File: src/rtl/cfg_loader_pkg.sv
package cfg_loader_pkg;
  localparam int SEC_N    = 3;
  localparam int SEC_LEN0 = 29;
  localparam int SEC_LEN1 = 18;
  localparam int SEC_LEN2 = 19;
  localparam int REC_TOT  = SEC_LEN0 + SEC_LEN1 + SEC_LEN2;
  localparam int REC_W    = $clog2(REC_TOT);
  localparam int SEC_W    = $clog2(SEC_N);
  localparam int REC_BYTES = 4;
  localparam int BSEL_W   = $clog2(REC_BYTES);

  typedef enum logic [2:0] {
    LD_IDLE, LD_FETCH, LD_SETUP, LD_STROBE, LD_HOLD, LD_DONE
  } ld_state_t;

  function automatic logic [REC_W-1:0] sec_len(input logic [SEC_W-1:0] s);
    case (s)
      SEC_W'(0): sec_len = REC_W'(SEC_LEN0);
      SEC_W'(1): sec_len = REC_W'(SEC_LEN1);
      default:   sec_len = REC_W'(SEC_LEN2);
    endcase
  endfunction
endpackage

File: src/rtl/cfg_rec_asm.sv
module cfg_rec_asm
  import cfg_loader_pkg::*;
(
  input  logic        clk,
  input  logic        rst_n,
  input  logic        shift_en,
  input  logic [7:0]  byte_in,
  output logic [15:0] addr_out,
  output logic [15:0] data_out
);
  localparam int WORD_W = REC_BYTES * 8;
  logic [WORD_W-1:0] word_q, word_d;

  always_comb begin
    word_d = word_q;
    if (shift_en) word_d = {word_q[WORD_W-9:0], byte_in};
  end

  always_ff @(posedge clk or negedge rst_n) begin
    if (!rst_n) word_q <= '0;
    else        word_q <= word_d;
  end

  assign addr_out = word_q[WORD_W-1 -: 16];
  assign data_out = word_q[15:0];
endmodule

File: src/rtl/cfg_rec_walk.sv
module cfg_rec_walk
  import cfg_loader_pkg::*;
(
  input  logic              clk,
  input  logic              rst_n,
  input  logic              clr,
  input  logic              byte_adv,
  input  logic              rec_adv,
  output logic [REC_W-1:0]  rec_idx,
  output logic [BSEL_W-1:0] byte_idx,
  output logic              last_byte,
  output logic              last_rec
);
  logic [REC_W-1:0]  rec_q, rec_d, left_q, left_d;
  logic [BSEL_W-1:0] byte_q, byte_d;
  logic [SEC_W-1:0]  sec_q, sec_d;

  always_comb begin
    rec_d  = rec_q;
    byte_d = byte_q;
    sec_d  = sec_q;
    left_d = left_q;
    if (clr) begin
      rec_d  = '0;
      byte_d = '0;
      sec_d  = '0;
      left_d = sec_len('0);
    end else if (rec_adv) begin
      rec_d  = rec_q + 1'b1;
      byte_d = '0;
      if (left_q == REC_W'(1)) begin
        sec_d  = sec_q + 1'b1;
        left_d = sec_len(sec_q + 1'b1);
      end else begin
        left_d = left_q - 1'b1;
      end
    end else if (byte_adv) begin
      byte_d = byte_q + 1'b1;
    end
  end

  always_ff @(posedge clk or negedge rst_n) begin
    if (!rst_n) begin
      rec_q  <= '0;
      byte_q <= '0;
      sec_q  <= '0;
      left_q <= '0;
    end else begin
      rec_q  <= rec_d;
      byte_q <= byte_d;
      sec_q  <= sec_d;
      left_q <= left_d;
    end
  end

  assign rec_idx   = rec_q;
  assign byte_idx  = byte_q;
  assign last_byte = (byte_q == BSEL_W'(REC_BYTES - 1));
  assign last_rec  = (sec_q == SEC_W'(SEC_N - 1)) && (left_q == REC_W'(1));
endmodule

File: src/rtl/cfg_strobe_timer.sv
module cfg_strobe_timer #(
  parameter int WR_CYCLES = 3
) (
  input  logic clk,
  input  logic rst_n,
  input  logic load,
  input  logic run,
  output logic last
);
  localparam int CNT_W = $clog2(WR_CYCLES + 1);
  logic [CNT_W-1:0] cnt_q, cnt_d;

  always_comb begin
    cnt_d = cnt_q;
    if (load)     cnt_d = '0;
    else if (run) cnt_d = cnt_q + 1'b1;
  end

  always_ff @(posedge clk or negedge rst_n) begin
    if (!rst_n) cnt_q <= '0;
    else        cnt_q <= cnt_d;
  end

  assign last = (cnt_q == CNT_W'(WR_CYCLES - 1));
endmodule

File: src/rtl/cfg_loader.sv
module cfg_loader
  import cfg_loader_pkg::*;
#(
  parameter int WR_CYCLES = 3
) (
  input  logic        clk,
  input  logic        rst_n,
  input  logic        start_i,
  output logic        rd_req_o,
  output logic [15:0] rd_addr_o,
  input  logic        rd_ack_i,
  input  logic [7:0]  rd_data_i,
  input  logic        rd_err_i,
  output logic        reg_sel_o,
  output logic        reg_wr_o,
  output logic [15:0] reg_addr_o,
  output logic [15:0] reg_data_o,
  output logic        busy_o,
  output logic        done_o,
  output logic        err_o,
  output logic [6:0]  fail_idx_o
);
  localparam int PAD_W = 16 - REC_W - BSEL_W;

  ld_state_t         st_q, st_d;
  logic              err_q, err_d;
  logic              clr, byte_adv, rec_adv, shift_en;
  logic              t_load, t_run, t_last;
  logic [REC_W-1:0]  rec_idx;
  logic [BSEL_W-1:0] byte_idx;
  logic              last_byte, last_rec;

  cfg_rec_walk u_walk (
    .clk(clk), .rst_n(rst_n), .clr(clr), .byte_adv(byte_adv), .rec_adv(rec_adv),
    .rec_idx(rec_idx), .byte_idx(byte_idx), .last_byte(last_byte), .last_rec(last_rec)
  );

  cfg_rec_asm u_asm (
    .clk(clk), .rst_n(rst_n), .shift_en(shift_en), .byte_in(rd_data_i),
    .addr_out(reg_addr_o), .data_out(reg_data_o)
  );

  cfg_strobe_timer #(.WR_CYCLES(WR_CYCLES)) u_tmr (
    .clk(clk), .rst_n(rst_n), .load(t_load), .run(t_run), .last(t_last)
  );

  always_comb begin
    st_d     = st_q;
    err_d    = err_q;
    clr      = 1'b0;
    byte_adv = 1'b0;
    rec_adv  = 1'b0;
    shift_en = 1'b0;
    t_load   = 1'b0;
    t_run    = 1'b0;
    case (st_q)
      LD_IDLE, LD_DONE: begin
        if (start_i) begin
          clr   = 1'b1;
          err_d = 1'b0;
          st_d  = LD_FETCH;
        end
      end
      LD_FETCH: begin
        if (rd_ack_i) begin
          if (rd_err_i) begin
            err_d = 1'b1;
            st_d  = LD_DONE;
          end else begin
            shift_en = 1'b1;
            if (last_byte) st_d = LD_SETUP;
            else           byte_adv = 1'b1;
          end
        end
      end
      LD_SETUP: begin
        t_load = 1'b1;
        st_d   = LD_STROBE;
      end
      LD_STROBE: begin
        t_run = 1'b1;
        if (t_last) st_d = LD_HOLD;
      end
      LD_HOLD: begin
        if (last_rec) begin
          st_d = LD_DONE;
        end else begin
          rec_adv = 1'b1;
          st_d    = LD_FETCH;
        end
      end
      default: st_d = LD_IDLE;
    endcase
  end

  always_ff @(posedge clk or negedge rst_n) begin
    if (!rst_n) begin
      st_q  <= LD_IDLE;
      err_q <= 1'b0;
    end else begin
      st_q  <= st_d;
      err_q <= err_d;
    end
  end

  assign rd_req_o   = (st_q == LD_FETCH);
  assign rd_addr_o  = {{PAD_W{1'b0}}, rec_idx, byte_idx};
  assign reg_sel_o  = (st_q == LD_SETUP) || (st_q == LD_STROBE) || (st_q == LD_HOLD);
  assign reg_wr_o   = (st_q == LD_STROBE);
  assign busy_o     = (st_q != LD_IDLE) && (st_q != LD_DONE);
  assign done_o     = (st_q == LD_DONE);
  assign err_o      = err_q;
  assign fail_idx_o = err_q ? 7'(rec_idx) : 7'd0;
endmodule

File: config.mk
export PLATFORM = sky130hd
export DESIGN_NAME = cfg_loader
export DESIGN_NICKNAME = d
export VERILOG_FILES = /design/src/rtl/cfg_loader_pkg.sv /design/src/rtl/cfg_rec_asm.sv /design/src/rtl/cfg_rec_walk.sv /design/src/rtl/cfg_strobe_timer.sv /design/src/rtl/cfg_loader.sv
export SDC_FILE = /design/constraint.sdc
export NUM_CORES = 1
export LEC_CHECK = 0
export ABC_AREA = 1
export BUFFER_PORTS_ARGS = -buffer_cell sky130_fd_sc_hd__buf_2
export CORE_MARGIN = 10
export CORE_UTILIZATION = 45
export DETAILED_ROUTE_END_ITERATION = 10
export HOLD_SLACK_MARGIN = 0.08
export PLACE_DENSITY = 0.69
export SKIP_LAST_GASP = 1
export SLEW_MARGIN = 20
export SYNTH_ARGS = -nofsm -noshare
export SYNTH_HDL_FRONTEND = slang
export SYNTH_HIERARCHICAL = 1
export SYNTH_SLANG_ARGS = --single-unit
File: constraint.sdc
create_clock -name clk -period 3 [get_ports clk]
set_input_delay 0.6 -clock clk [delete_from_list [all_inputs] [get_ports clk]]
set_output_delay 0.6 -clock clk [all_outputs]
set_load 0.01 [all_outputs]
==> key figures <==
Timing
  • Final setup fails: 0
  • Endpoints failing hold: 0
  • Setup WS post-layout: 0.819 ns
  • Tmin final: approximately 2.2 ns
  • Worst slew margin: between 50% and 60%
  • Fmax: 459 MHz
  • Max-slew violation count: 0
  • Worst slew pin tran: 0.727 ns
  • Clock Skew: 0.00485 ns
  • Worst hold slack: 0.340 ns
  • RSZ-0062 raised after global routing: no
  • Final setup TNS: 0 ns
  • Period utilization: 72.7%

Clock network
  • Clk slew on worst S/H paths: 0.10 ns
  • CTS sink cnt: 56
  • H-tree depth: 2
  • CTS Root Buffer Type: clkbuf_8
  • CTS tree: yes
  • Num CTS Buffers: 5
  • Clock latency at the later pin of the worst-skew pair: 0.31 ns
  • # Post-CTS Setup Buffers: 0
  • CTS Hold Bufs: 0
  • Maximum buffer depth of the clock tree: 2
  • Post-CTS Resized: 0

GRT
  • Global Route Usage Sum: a little over an eighth
  • Total grt overflow: 0
  • Vias in the first global route: 2344
  • Global-route wire length before repair: 11100 um
  • Largest net degree at the start of global routing: 33
  • Initial antenna violation count: 0

Cells and area
  • Area delta synth->final: 14.2%
  • Antenna Cells: 0
  • Layout net count: approximately 460
  • Util after Layout: 53.0%
  • Most common cell after layout, fill and taps aside: nand2_1
  • Most frequent cells in the layout: nand2_1, buf_2, dfrtp_1, inv_1, nor2_1
  • Layout cells sized above 1: about a quarter

Worst setup path
  • Startpoint class of the critical path: flip-flop
  • Critical Path AT: 2.43 ns
  • Worst Path Required: 3.25 ns
  • Crit-path max FO: 7
  • Critical path class: flip-flop to flip-flop
  • Worst Setup End Kind: flip-flop

Synth
  • Cell Area, Synth: 2950 um^2
  • Most area-hungry cell type in the Yosys netlist: dfrtp_1
  • Top cells by area, synth: dfrtp_1, nand2_1, inv_1, nor2_1, nand2_2
  • Yosys reg bits: 56
  • Register area share after synthesis: 47.5%
  • Avg Inst Size Synth: ~7.9 um^2
  • Synthesized instance count: roughly 370
  • Synth cell types: 34
  • Synth warn: 6
  • Synth top area share: 47.5%

Power
  • Combinational fraction of design power: approximately 43%
  • Peak VDD IR: 0.000417 V
  • Clock power share: 14.3%
  • Sw Pwr: roughly 1.3 mW
  • Power Dens Cells: 890 nW/um^2
  • Internal Power: 1.68 mW
  • Switch share: between 40 and 50%
  • Leakage: roughly 2 nW
  • Total power draw: 3.00 mW
  • Sequential share of power: between 40% and 50%

Placement
  • GPL Wtd Cong: a little under 0.9
  • Final HPWL from detailed placement: 5160 um
  • Port buffer count: 66
  • Place WS: 0.869 ns

Routing
  • Vias/cell: 4.64
  • First-iteration detailed-routing DRC count: 122
  • Final wirelength: 6610 um
  • Via Count: roughly 2400
  • Antenna Nets Post-Route: 0
  • Residual DRC: 0
  • Drt wl/cell: 12.8 um
  • TritonRoute pass-1 iters: 4

Floorplan
  • Total core area: 6350 um^2
  • Die width: 101 um
  • Starting Density: 46.4%
  • Std cell rows: 29
  • I/O pin total: 74
  • Die height: 101 um
  • Full die area: just over 10000 um^2

Status
  • Status: complete, no violations

Job
  • Max_cap viols: 0

Hold path
  • HP Class: primary input to asynchronous set/reset pin
## area by class of cell
cell class              instances  area, um^2
well taps                      77        96.3
repair buffers                 69         365
clock buffers                   5        68.8
inverters                      49         191
clock inverters                 3        25.0
fillers                       624        2980
multi-input cells             259        1220
flip-flops and latches         56        1400
## state kept, by name, indices dropped and copies added (netlist names)
signal	cells
u_walk/sec_q	2
u_walk/left_q	7
u_tmr/cnt_q	2
u_walk/byte_idx	2
u_walk/rec_idx	7
err_o	1
u_asm/word_q	32
st_q	3
## final timing paths
path | startpoint | endpoint | slack [ns] | cells past startpoint
hold reg to reg | u_asm/word_q[31]$_DFFE_PN0P_ | u_asm/word_q[31]$_DFFE_PN0P_ | 0.48 | 2
setup / recovery | u_walk/left_q[1]$_DFFE_PN0P_ | u_walk/rec_idx[5]$_DFFE_PN0P_ | 0.82 | 12
max in group asynchronous | rst_n | u_asm/word_q[11]$_DFFE_PN0P_ | 2.08 | 2
setup reg to reg | u_walk/left_q[1]$_DFFE_PN0P_ | u_walk/rec_idx[5]$_DFFE_PN0P_ | 0.82 | 12
min in group clk | u_asm/word_q[31]$_DFFE_PN0P_ | u_asm/word_q[31]$_DFFE_PN0P_ | 0.48 | 2
hold / removal | rst_n | st_q[2]$_DFFE_PN0P_ | 0.34 | 1
## synthesized netlist by cell type, drive strengths merged
master and number:
or2 1, buf 12, nand2b 1, a21oi 5
dfrtp 56, nand3 12, o21ai 7, and2 1
a22o 1, nand2 165, a21boi 1, xnor2 1
nor3 1, nand4 6, xor2 2, clkbuf 4
inv 49, nand3b 1, ha 8, nor2 39
conb 1
## cell families (layout without fill, tap and decap cells)
kind of cell	after synthesis	count (layout)	synth area share (%)
compound gates	14	14	2.84
xor+xnor	3	3	0.891
flops	56	56	47.5
simple gates	227	227	33.2
other cells	1	7	0.127
buf+inv	65	126	12.0
fa+ha+maj	8	8	3.39
## power groups by stage
stage	registers (mW)	clock network, mW	logic, mW
finish	1.28	0.430	1.29
global placement	1.28	0	1.28
detailed placement	1.30	0	1.31
CTS	1.28	0.448	1.32
global route	1.32	0.475	1.48
floorplan	1.35	0	0.793
## worst max-delay path, cell delays in order (launching register included)
cell and delay [ns]:
dfrtp_1 0.39, inv_1 0.09, ha_1 0.15, inv_1 0.04
nor2_1 0.23, nand3_4 0.15, nor2_1 0.19, nor2_1 0.13
nor2_1 0.30, nor2_1 0.15, nand3_1 0.12, o21ai_0 0.10
nor2_1 0.09
## metal layers
layer | vias to the layer above | track usage, % | wire, um
met2 | 49 | 22.0 | 3240
met4 | 0 | 3.22 | 38
met3 | 5 | 3.43 | 366
met5 | - | 0 | 0
li1 | 1235 | - | -
met1 | 1112 | 16.4 | 2960
## stage by stage
stage | area, um^2 | instances
after CTS | 3370 | 518
after detailed placement | 3270 | 510
after global placement | 3270 | 510
after global routing | 3370 | 518
after floorplan | 2970 | 380
final | 3370 | 518
Power figures use the tool's default switching activity.
